$ cat config.mk
export PLATFORM = sky130hd
export DESIGN_NAME = keyin_loader
export DESIGN_NICKNAME = d
export VERILOG_FILES = /design/src/rtl/keyin_loader.sv
export SDC_FILE = /design/constraint.sdc
export NUM_CORES = 1
export LEC_CHECK = 0
export CAP_MARGIN = 30
export CORE_MARGIN = 3
export CORE_UTILIZATION = 51
export DETAILED_ROUTE_END_ITERATION = 6
export HOLD_SLACK_MARGIN = 0.1
export PLACE_DENSITY_LB_ADDON = 0.1
export SYNTH_ARGS = -nofsm -noshare
export SYNTH_HDL_FRONTEND = slang
export SYNTH_SLANG_ARGS = --single-unit
$ cat constraint.sdc
create_clock -name clk -period 3.1 [get_ports clk]
set_input_delay 0.775 -clock clk [delete_from_list [all_inputs] [get_ports clk]]
set_output_delay 0.775 -clock clk [all_outputs]
set_load 0.02 [all_outputs]
$ cat src/rtl/keyin_loader.sv
module keyin_loader #(
  parameter int WORD_W = 32,
  parameter int KEY_WORDS = 4,
  parameter logic [3:0] OP_LOAD = 4'b0100,
  parameter logic [3:0] SEG_KEY = 4'b1100
) (
  input  logic                        clk,
  input  logic                        rst_n,
  input  logic [WORD_W-1:0]           sdi_word,
  input  logic                        sdi_valid,
  output logic                        sdi_ready,
  input  logic                        act_req,
  output logic                        key_pending,
  output logic                        load_err,
  output logic                        act_busy,
  output logic [WORD_W*KEY_WORDS-1:0] active_key
);
  localparam int KEY_W = WORD_W * KEY_WORDS;
  localparam int KEY_BYTES = KEY_W / 8;
  localparam int CW = $clog2(KEY_WORDS + 1);
  localparam int LEN_W = 16;

  typedef enum logic [1:0] {ST_OP, ST_HDR, ST_KEY, ST_SKIP} st_t;
  st_t st;

  logic [KEY_W-1:0] stash;
  logic [CW-1:0]    wcnt, ccnt;
  logic [LEN_W-1:0] skip_left;
  int               sel;

  wire              act_go = act_req && key_pending && !act_busy;
  assign sdi_ready = !act_busy && !act_go;
  wire              take = sdi_valid && sdi_ready;
  wire [3:0]        top4 = sdi_word[WORD_W-1 -: 4];
  wire [LEN_W-1:0]  len  = sdi_word[LEN_W-1:0];
  wire [LEN_W:0]    len_up = {1'b0, len} + (LEN_W+1)'(3);
  wire [LEN_W-1:0]  nwords = len_up[LEN_W:2];

  always_comb sel = (KEY_WORDS - 1 - int'(ccnt)) * WORD_W;

  always_ff @(posedge clk) begin
    if (!rst_n) begin
      st          <= ST_OP;
      stash       <= '0;
      wcnt        <= '0;
      ccnt        <= '0;
      skip_left   <= '0;
      key_pending <= 1'b0;
      load_err    <= 1'b0;
      act_busy    <= 1'b0;
      active_key  <= '0;
    end else begin
      if (take) begin
        case (st)
          ST_OP:
            if (top4 == OP_LOAD) begin
              load_err <= 1'b0;
              st       <= ST_HDR;
            end else load_err <= 1'b1;
          ST_HDR:
            if (top4 != SEG_KEY) begin
              load_err <= 1'b1;
              st       <= ST_OP;
            end else if (len == LEN_W'(KEY_BYTES)) begin
              wcnt <= '0;
              st   <= ST_KEY;
            end else begin
              load_err <= 1'b1;
              if (nwords == '0) st <= ST_OP;
              else begin
                skip_left <= nwords;
                st        <= ST_SKIP;
              end
            end
          ST_KEY: begin
            stash       <= {stash[KEY_W-WORD_W-1:0], sdi_word};
            key_pending <= (wcnt == CW'(KEY_WORDS - 1));
            wcnt        <= wcnt + 1'b1;
            if (wcnt == CW'(KEY_WORDS - 1)) st <= ST_OP;
          end
          default: begin
            skip_left <= skip_left - 1'b1;
            if (skip_left == LEN_W'(1)) st <= ST_OP;
          end
        endcase
      end
      if (act_go) begin
        act_busy <= 1'b1;
        ccnt     <= '0;
      end else if (act_busy) begin
        active_key[sel +: WORD_W] <= stash[sel +: WORD_W];
        ccnt <= ccnt + 1'b1;
        if (ccnt == CW'(KEY_WORDS - 1)) begin
          act_busy    <= 1'b0;
          key_pending <= 1'b0;
        end
      end
    end
  end

  p_stall_busy_r8: assert property (@(posedge clk) disable iff (!rst_n)
    act_busy |-> !sdi_ready);
  p_key_frozen_r9: assert property (@(posedge clk) disable iff (!rst_n)
    !act_busy |=> $stable(active_key));
  p_no_copy_r9: assert property (@(posedge clk) disable iff (!rst_n)
    (act_req && !key_pending && !act_busy) |=> !act_busy);
  p_pending_src_r7: assert property (@(posedge clk) disable iff (!rst_n)
    $rose(key_pending) |-> $past(take && st == ST_KEY));
  p_err_src_r10: assert property (@(posedge clk) disable iff (!rst_n)
    $fell(load_err) |-> $past(take && st == ST_OP));
endmodule

==> summary.md, run 1 <==
| Metric | Value |
|---|---|
| Outcome | finished clean |
| Worst Clk Skew | 19.5 ps |
| Period utilisation layout | 88.8% |
| CP Cell Sequence | clkdlybuf4s50_1 -> a21oi_2 -> clkdlybuf4s50_1 |
| Period minus WS final | 2750 ps |
| Register bit total from synthesis | 283 |
| Least-Margin Pin Slew | 770 ps |
| Clock sink count | 283 |
| Setup bufs post-CTS | 0 |
| Detail Placement HPWL | 20900 um |
| Arr. time, crit path | 1980 ps |
| Largest net degree at the start of global routing | 75 |
| Sequential cell area | 0.00567 mm^2 |
| Warnings, synthesis | 0 |
| Routed wire length | 30600 um |
| CTS Buf Count | 29 |
| Fin. Hold Viols | 0 |
| Post-synthesis mux area share | 6.35% |
| Diodes inserted | 0 |
| CTS tree | built |
| Hold depth | 2 |
| R2r startpoint | ccnt[0] |
| Gr usage total | 23.7% |
| Final WS setup | 347 ps |
| RSZ-0062 raised after global routing | no |
| Post-route ant nets | 0 |
| Post-synthesis sequential area ratio | 47.9% |
| Most Crowded Layer GR | met2 |
| Drc violations | 0 |
| Highest clock rate | 0.363 GHz |
| Setup_tns | 0 ps |
| Place WS | 16.9 ps |
| CTS H-Tree Depth | 1 |
| Top-count cell post-synth | nand2_1 |
| Tightest Hold Check Type | reg -> reg |
| Final Max Slew Viols | 0 |
| WS Path Type | in -> out |
| Die width | 158 um |
| Worst-Skew Late Latency | 560 ps |
| Synth top area cells | dfxtp_1, a21oi_1, nand2_1 |
| Slew Limit Headroom | 48.7% |
| IO buf count | 167 |
| R2R Path End | active_key[84] |
| Worst path most repeated cell | clkdlybuf4s50_1 |
| CP top delay family | buffers and inverters |
| Yosys top cell by area | dfxtp_1 |
| Hold Startpoint | stash[120] |
| Met3 Usage GRT | 2.96% |
| CP max FO | 2 |
| Post-CTS resize count | 0 |
| Initial Util | 52.1% |
| Synth-to-Final Area Change | 25.4% |
| Die height | 158 um |
| Distinct cells, synth | 59 |
| Crit start category | input port |
| Max-cap viol count | 0 |
| Avg Inst Size Synth | 7.92 um^2 |
| Synth async-reset ratio | 0% |
| Worst VDD drop | 0.429 mV |
| Routed len/inst | 15.9 um |
| Final Power | 7.29 mW |
| DR iter-0 viols | 843 |
| Largest family of logic cells by synthesized area | simple AND/OR/NAND/NOR gates |
| Met1 Track Usage GR | 35.3% |
| R2R depth | 10 |
| Vias | 10606 |
| Synth Area in Compound Gates | 16.4% |
| Number of synthesized flops with an enable pin | 0 |
| Main synth FF type | dfxtp_1 |
| Share of cells above drive strength 1 | 8.50% |
| Root Driver | clkbuf_16 |
| Hold path endpoint | stash[120] |
| Placeable Area | 0.0227 mm^2 |
| Drt first pass iters | 6 |
| Die Area | 0.0251 mm^2 |
| Number of global-route vias before repair | 9304 |
| Leak Pwr | 4.97 nW |
| Top Ports | 168 |
| Final design utilization | 65.3% |
| Multi-input logic area | 0.00570 mm^2 |
| Clk buf depth | 3 |
| Post-Synth XOR/XNOR Area | 0.889% |
| Vias/cell | 5.52 |
| Pwr dens | 491 mW/mm^2 |
| Filler cell count | 1962 |
| Hold Buf Count CTS | 0 |
| Total gr overflow | 0 |
| First-pass GRT wire length | 48900 um |
| Share of the synthesized area in the top cell type | 47.9% |
| Syn_nets | 1538 |
| Required time worst endpoint | 2320 ps |
| Met2 Usage GRT | 36.8% |
| Mapped Area | 0.0118 mm^2 |
| Rows | 55 |
| WP buf/inv | 2 |
| Total Nets Final | 1661 |
| Post-synthesis simple-gate area fraction | 23.4% |
| Antenna violations before repair | 0 |
| Post-Syn Instances | 1493 |
| Final Wtd Congestion | 0.870 |
| Slowest cell on crit path | clkdlybuf4s50_1 |
| Post-synth top cells | nand2_1, dfxtp_1, nor2_1 |
| Worst setup EP type | output port |
| Worst-path clk slew | 60 ps |
| CP peak stage delay | 620 ps |
| Final setup vio count | 0 |
| Stages on worst setup path | 3 |
| Synth Area in Adders | 0.952% |
| R2R setup slack | 620 ps |
routing by layer:
metal / part of all wire [%] / vias to the layer above
met3: 6.3 / 54
met5: 0 / -
met2: 46 / 367
li1: - / 5272
met1: 46 / 4913
met4: 2.4 / 0
tightest hold or removal path, delay by kind of cell (launching register included):
kind / cells / cell delay [ps]
AO/OA/AOI/OAI: 1 / 50
flip-flops: 1 / 310
AND/OR/NAND/NOR: 1 / 50
placed cells by master, fill, tap and decap left out, drive strengths merged, types with 2 or more instances in the layout:
master         instances
nand2                327
nor2                 283
dfxtp                283
a21oi                275
clkdlybuf4s50        167
clkbuf                45
buf                   41
mux4                  32
nand3                 20
o211ai                18
o21ai                 14
nor3                  12
xnor2                 10
nand4                 10
ha                     9
a31oi                  9
inv                    8
nor4                   5
o311ai                 5
or3                    5
nand2b                 5
o311a                  5
nor2b                  4
clkinv                 4
a22oi                  3
mux2i                  3
a211o                  3
nand3b                 3
and2                   3
o41ai                  3
and4                   2
o22ai                  2
xor2                   2
sequential cells by signal, indices dropped and copies added (netlist names):
register and cells:
stash 128, key_pending 1, load_err 1, ccnt 3
st 2, wcnt 3, act_busy 1, skip_left 16
active_key 128
worst max path at each step:
stage                start        endpoint  slack, ps
2_1_floorplan      ccnt[1]  active_key[66]        590
3_5_place_dp   sdi_word[2]    skip_left[9]         20
3_3_place_gp   sdi_word[2]   skip_left[11]         70
4_1_cts            act_req       sdi_ready        340
5_1_grt            act_req       sdi_ready        290
6_report           act_req       sdi_ready        350
cells by family (layout without fill, tap and decap cells):
logic type | count (synthesis) | count (layout)
xor+xnor | 12 | 12
simple gates | 685 | 685
mux | 35 | 35
fa+ha+maj | 9 | 9
flops | 283 | 283
buf+inv | 124 | 267
compound gates | 345 | 345
through the flow:
stage	instance area, um^2	hold slack, ps	std cells
floorplan	11800	433	1493
global placement	13900	438	1870
global route	14800	469	1921
detailed placement	13900	447	1870
CTS	14800	455	1921
finish	14800	453	1921
report_power, final:
part	internal [mW]	switching, mW
combinational	0.0799	0.126
clock	2.04	1.40
sequential	3.64	0.00142
total	5.76	1.53
cell type report:
cell class | count | area share (%)
clock inverter | 6 | 0.489
timing repair buffer | 208 | 14.3
clock buffer | 45 | 5.97
sequential | 283 | 38.2
tap | 285 | 2.40
multi-input combinational | 1086 | 38.4
inverter | 8 | 0.253
(Power assumes the default switching activity.)
==> run 2: changes to the inputs <==
CORE_UTILIZATION = 45   (was 51)
==> summary.md, run 2 (synthesis gave the netlist of run 1 again) <==
| Metric | Value |
|---|---|
| Outcome | finished clean |
| Placeable Area | 0.0255 mm^2 (+12%) |
| R2r startpoint | ccnt[1] |
| Fin. Hold Viols | 0 (unchanged) |
| Root Driver | clkbuf_16 |
| Top Ports | 168 (unchanged) |
| Multi-input logic area | 0.00570 mm^2 (unchanged) |
| Hold path endpoint | stash[121] |
| Post-route ant nets | 0 (unchanged) |
| Seq pwr share | 48.1% (-1.8 points) |
| Max-cap viol count | 0 (unchanged) |
| R2R Path End | active_key[83] |
| Largest net degree at the start of global routing | 83 (+11%) |
| Period minus WS final | 2860 ps (+107 ps) |
| Most frequent cells in the layout | nand2_1, nor2_1, dfxtp_1 |
| Clock power share | 49.1% (+1.9 points) |
| Detail Placement HPWL | 20600 um (-1.2%) |
| Leak Pwr | 5.03 nW (+1.2%) |
| Synth-to-Final Area Change | 26.9% |
| Arr. time, crit path | 2080 ps (+100 ps) |
| Least-Margin Pin Slew | 697 ps (-72.9 ps) |
| Required time worst endpoint | 2320 ps (about the same) |
| CP Cell Sequence | clkdlybuf4s50_1 -> a21oi_2 -> clkdlybuf4s50_1 |
| Drt first pass iters | 7 (+1) |
| Final WS setup | 240 ps (-107 ps) |
| First-pass GRT wire length | 50000 um (+2.2%) |
| R2R setup slack | 860 ps (+240 ps) |
| Post-route insts no fill | 1975 (+2.8%) |
| Vias/cell | 5.33 (-3.4%) |
| Sequential cell area | 0.00567 mm^2 (unchanged) |
| CP peak stage delay | 640 ps (+20 ps) |
| Gate power share | 2.9% (about the same) |
| Clock sink count | 283 (unchanged) |
| Commonest non-fill, non-tap cell in the layout | nand2_1 |
| Hold depth | 2 (unchanged) |
| Inst Count DP | 1917 (+2.5%) |
| Final Max Slew Viols | 0 (unchanged) |
| Tightest Hold Check Type | reg -> reg |
| Filler cell count | 2352 (+20%) |
| Final instance area | 0.0150 mm^2 (+1.2%) |
| WS Path Type | in -> out |
| IO buf count | 167 (unchanged) |
| Worst path most repeated cell | clkdlybuf4s50_1 |
| Top flop regs | active_key (128), stash (128), skip_left (16) |
| RSZ-0062 raised after global routing | no |
| Period utilisation layout | 92.3% (+3.5 points) |
| DR iter-0 viols | 1075 (+28%) |
| Worst Clk Skew | 10.2 ps (-9.31 ps) |
| Sw frac | 21.0% (-0.023 points) |
| Vias | 10531 (-0.71%) |
| Pwr dens | 505 mW/mm^2 (+2.7%) |
| Routed len/inst | 15.6 um (-2.1%) |
| Setup bufs post-CTS | 0 (unchanged) |
| Hold Buf Count CTS | 0 (unchanged) |
| Die width | 168 um (+6.2%) |
| CTS Buf Count | 31 (+6.9%) |
| Placed standard-cell area | 0.0140 mm^2 (+0.60%) |
| Gr usage total | 21.0% (-2.7 points) |
| Die Area | 0.0283 mm^2 (+13%) |
| Share of cells above drive strength 1 | 8.88% (+0.38 points) |
| Total Nets Final | 1665 (+0.24%) |
| Initial Util | 46.4% (-5.6 points) |
| Sw Pwr | 1.59 mW (+3.8%) |
| Hold Startpoint | stash[121] |
| Place WS | -23.3 ps (-40.3 ps) |
| R2R depth | 9 (-1) |
| Routed wire length | 30800 um (+0.69%) |
| CTS tree | built |
| Final hold slack | 452 ps (-0.670 ps) |
| Diodes inserted | 0 (unchanged) |
| Number of global-route vias before repair | 9421 (+1.3%) |
| Worst-path clk slew | 50 ps (about the same) |
| Power Internal | 5.99 mW (+4.0%) |
| Worst-Skew Late Latency | 550 ps (about the same) |
| Clk buf depth | 3 (unchanged) |
| Antenna violations before repair | 0 (unchanged) |
| Die height | 168 um (+6.2%) |
| Drc violations | 0 (unchanged) |
| Slew Limit Headroom | 53.6% (+4.9 points) |
| Final setup vio count | 0 (unchanged) |
| Slowest cell on crit path | clkdlybuf4s50_1 |
| Highest clock rate | 0.350 GHz (-3.7%) |
| Worst VDD drop | 0.404 mV (-5.8%) |
| Worst setup EP type | output port |
| Crit start category | input port |
| CP max FO | 5 (+3) |
| Final Wtd Congestion | 0.879 (+0.94%) |
| Post-CTS resize count | 0 (unchanged) |
| Rows | 58 (+5.5%) |
| Total gr overflow | 0 (unchanged) |
| CTS H-Tree Depth | 1 (unchanged) |
[run 2: changes by cell type in the layout (fill, tap and decap cells not counted), sizes merged]
cell    before  now
clkbuf      45   46
bufinv       1    3
clkinv       4    8
buf         41   43
[run 2: stage by stage]
step,power (mW),TNS [ps],utilization (%)
5_1_grt,7.82,0,58.9
4_1_cts,7.65,0,58.9
3_3_place_gp,3.94,0,54.7
6_report,7.57,0,58.9
2_1_floorplan,3.82,0,-
3_5_place_dp,3.94,-76.5,54.8
[run 2: power groups by stage]
stage	logic (mW)	clock network, mW	registers (mW)
5_1_grt	0.233	3.95	3.64
3_3_place_gp	0.217	0	3.72
6_report	0.216	3.72	3.64
3_5_place_dp	0.216	0	3.72
2_1_floorplan	0.102	0	3.72
4_1_cts	0.217	3.79	3.64
[run 2: how the worst max path moves through the flow]
stage | cells past startpoint | slack [ps] | end | start
floorplan | 11 | 590 | active_key[66] | ccnt[1]
global placement | 7 | 70 | skip_left[9] | sdi_word[2]
detailed placement | 7 | -20 | skip_left[7] | sdi_word[2]
CTS | 3 | 240 | sdi_ready | act_req
global route | 3 | 170 | sdi_ready | act_req
finish | 3 | 240 | sdi_ready | act_req
[run 2: area by class of cell]
cell class	count	area share, %
multi-input cells	1086	38.0
clock inverters	12	0.992
clock buffers	46	6.01
well taps	330	2.75
repair buffers	210	14.3
flip-flops and latches	283	37.8
inverters	8	0.250
[run 2: metal layers]
metal | part of all wire, % | global-route usage [%] | wire (um) | vias to the layer above
li1 | - | - | - | 5284
met1 | 48 | 31.6 | 15000 | 4929
met2 | 45 | 32.5 | 13700 | 285
met3 | 5.7 | 2.79 | 1750 | 33
met4 | 1.3 | 3.91 | 391 | 0
met5 | 0 | 0 | 0 | -
[run 2: critical path, delay by kind of cell]
| kind | cells | cell delay, ps |
|---|---|---|
| compound gates | 1 | 240 |
| buf+inv | 2 | 1070 |
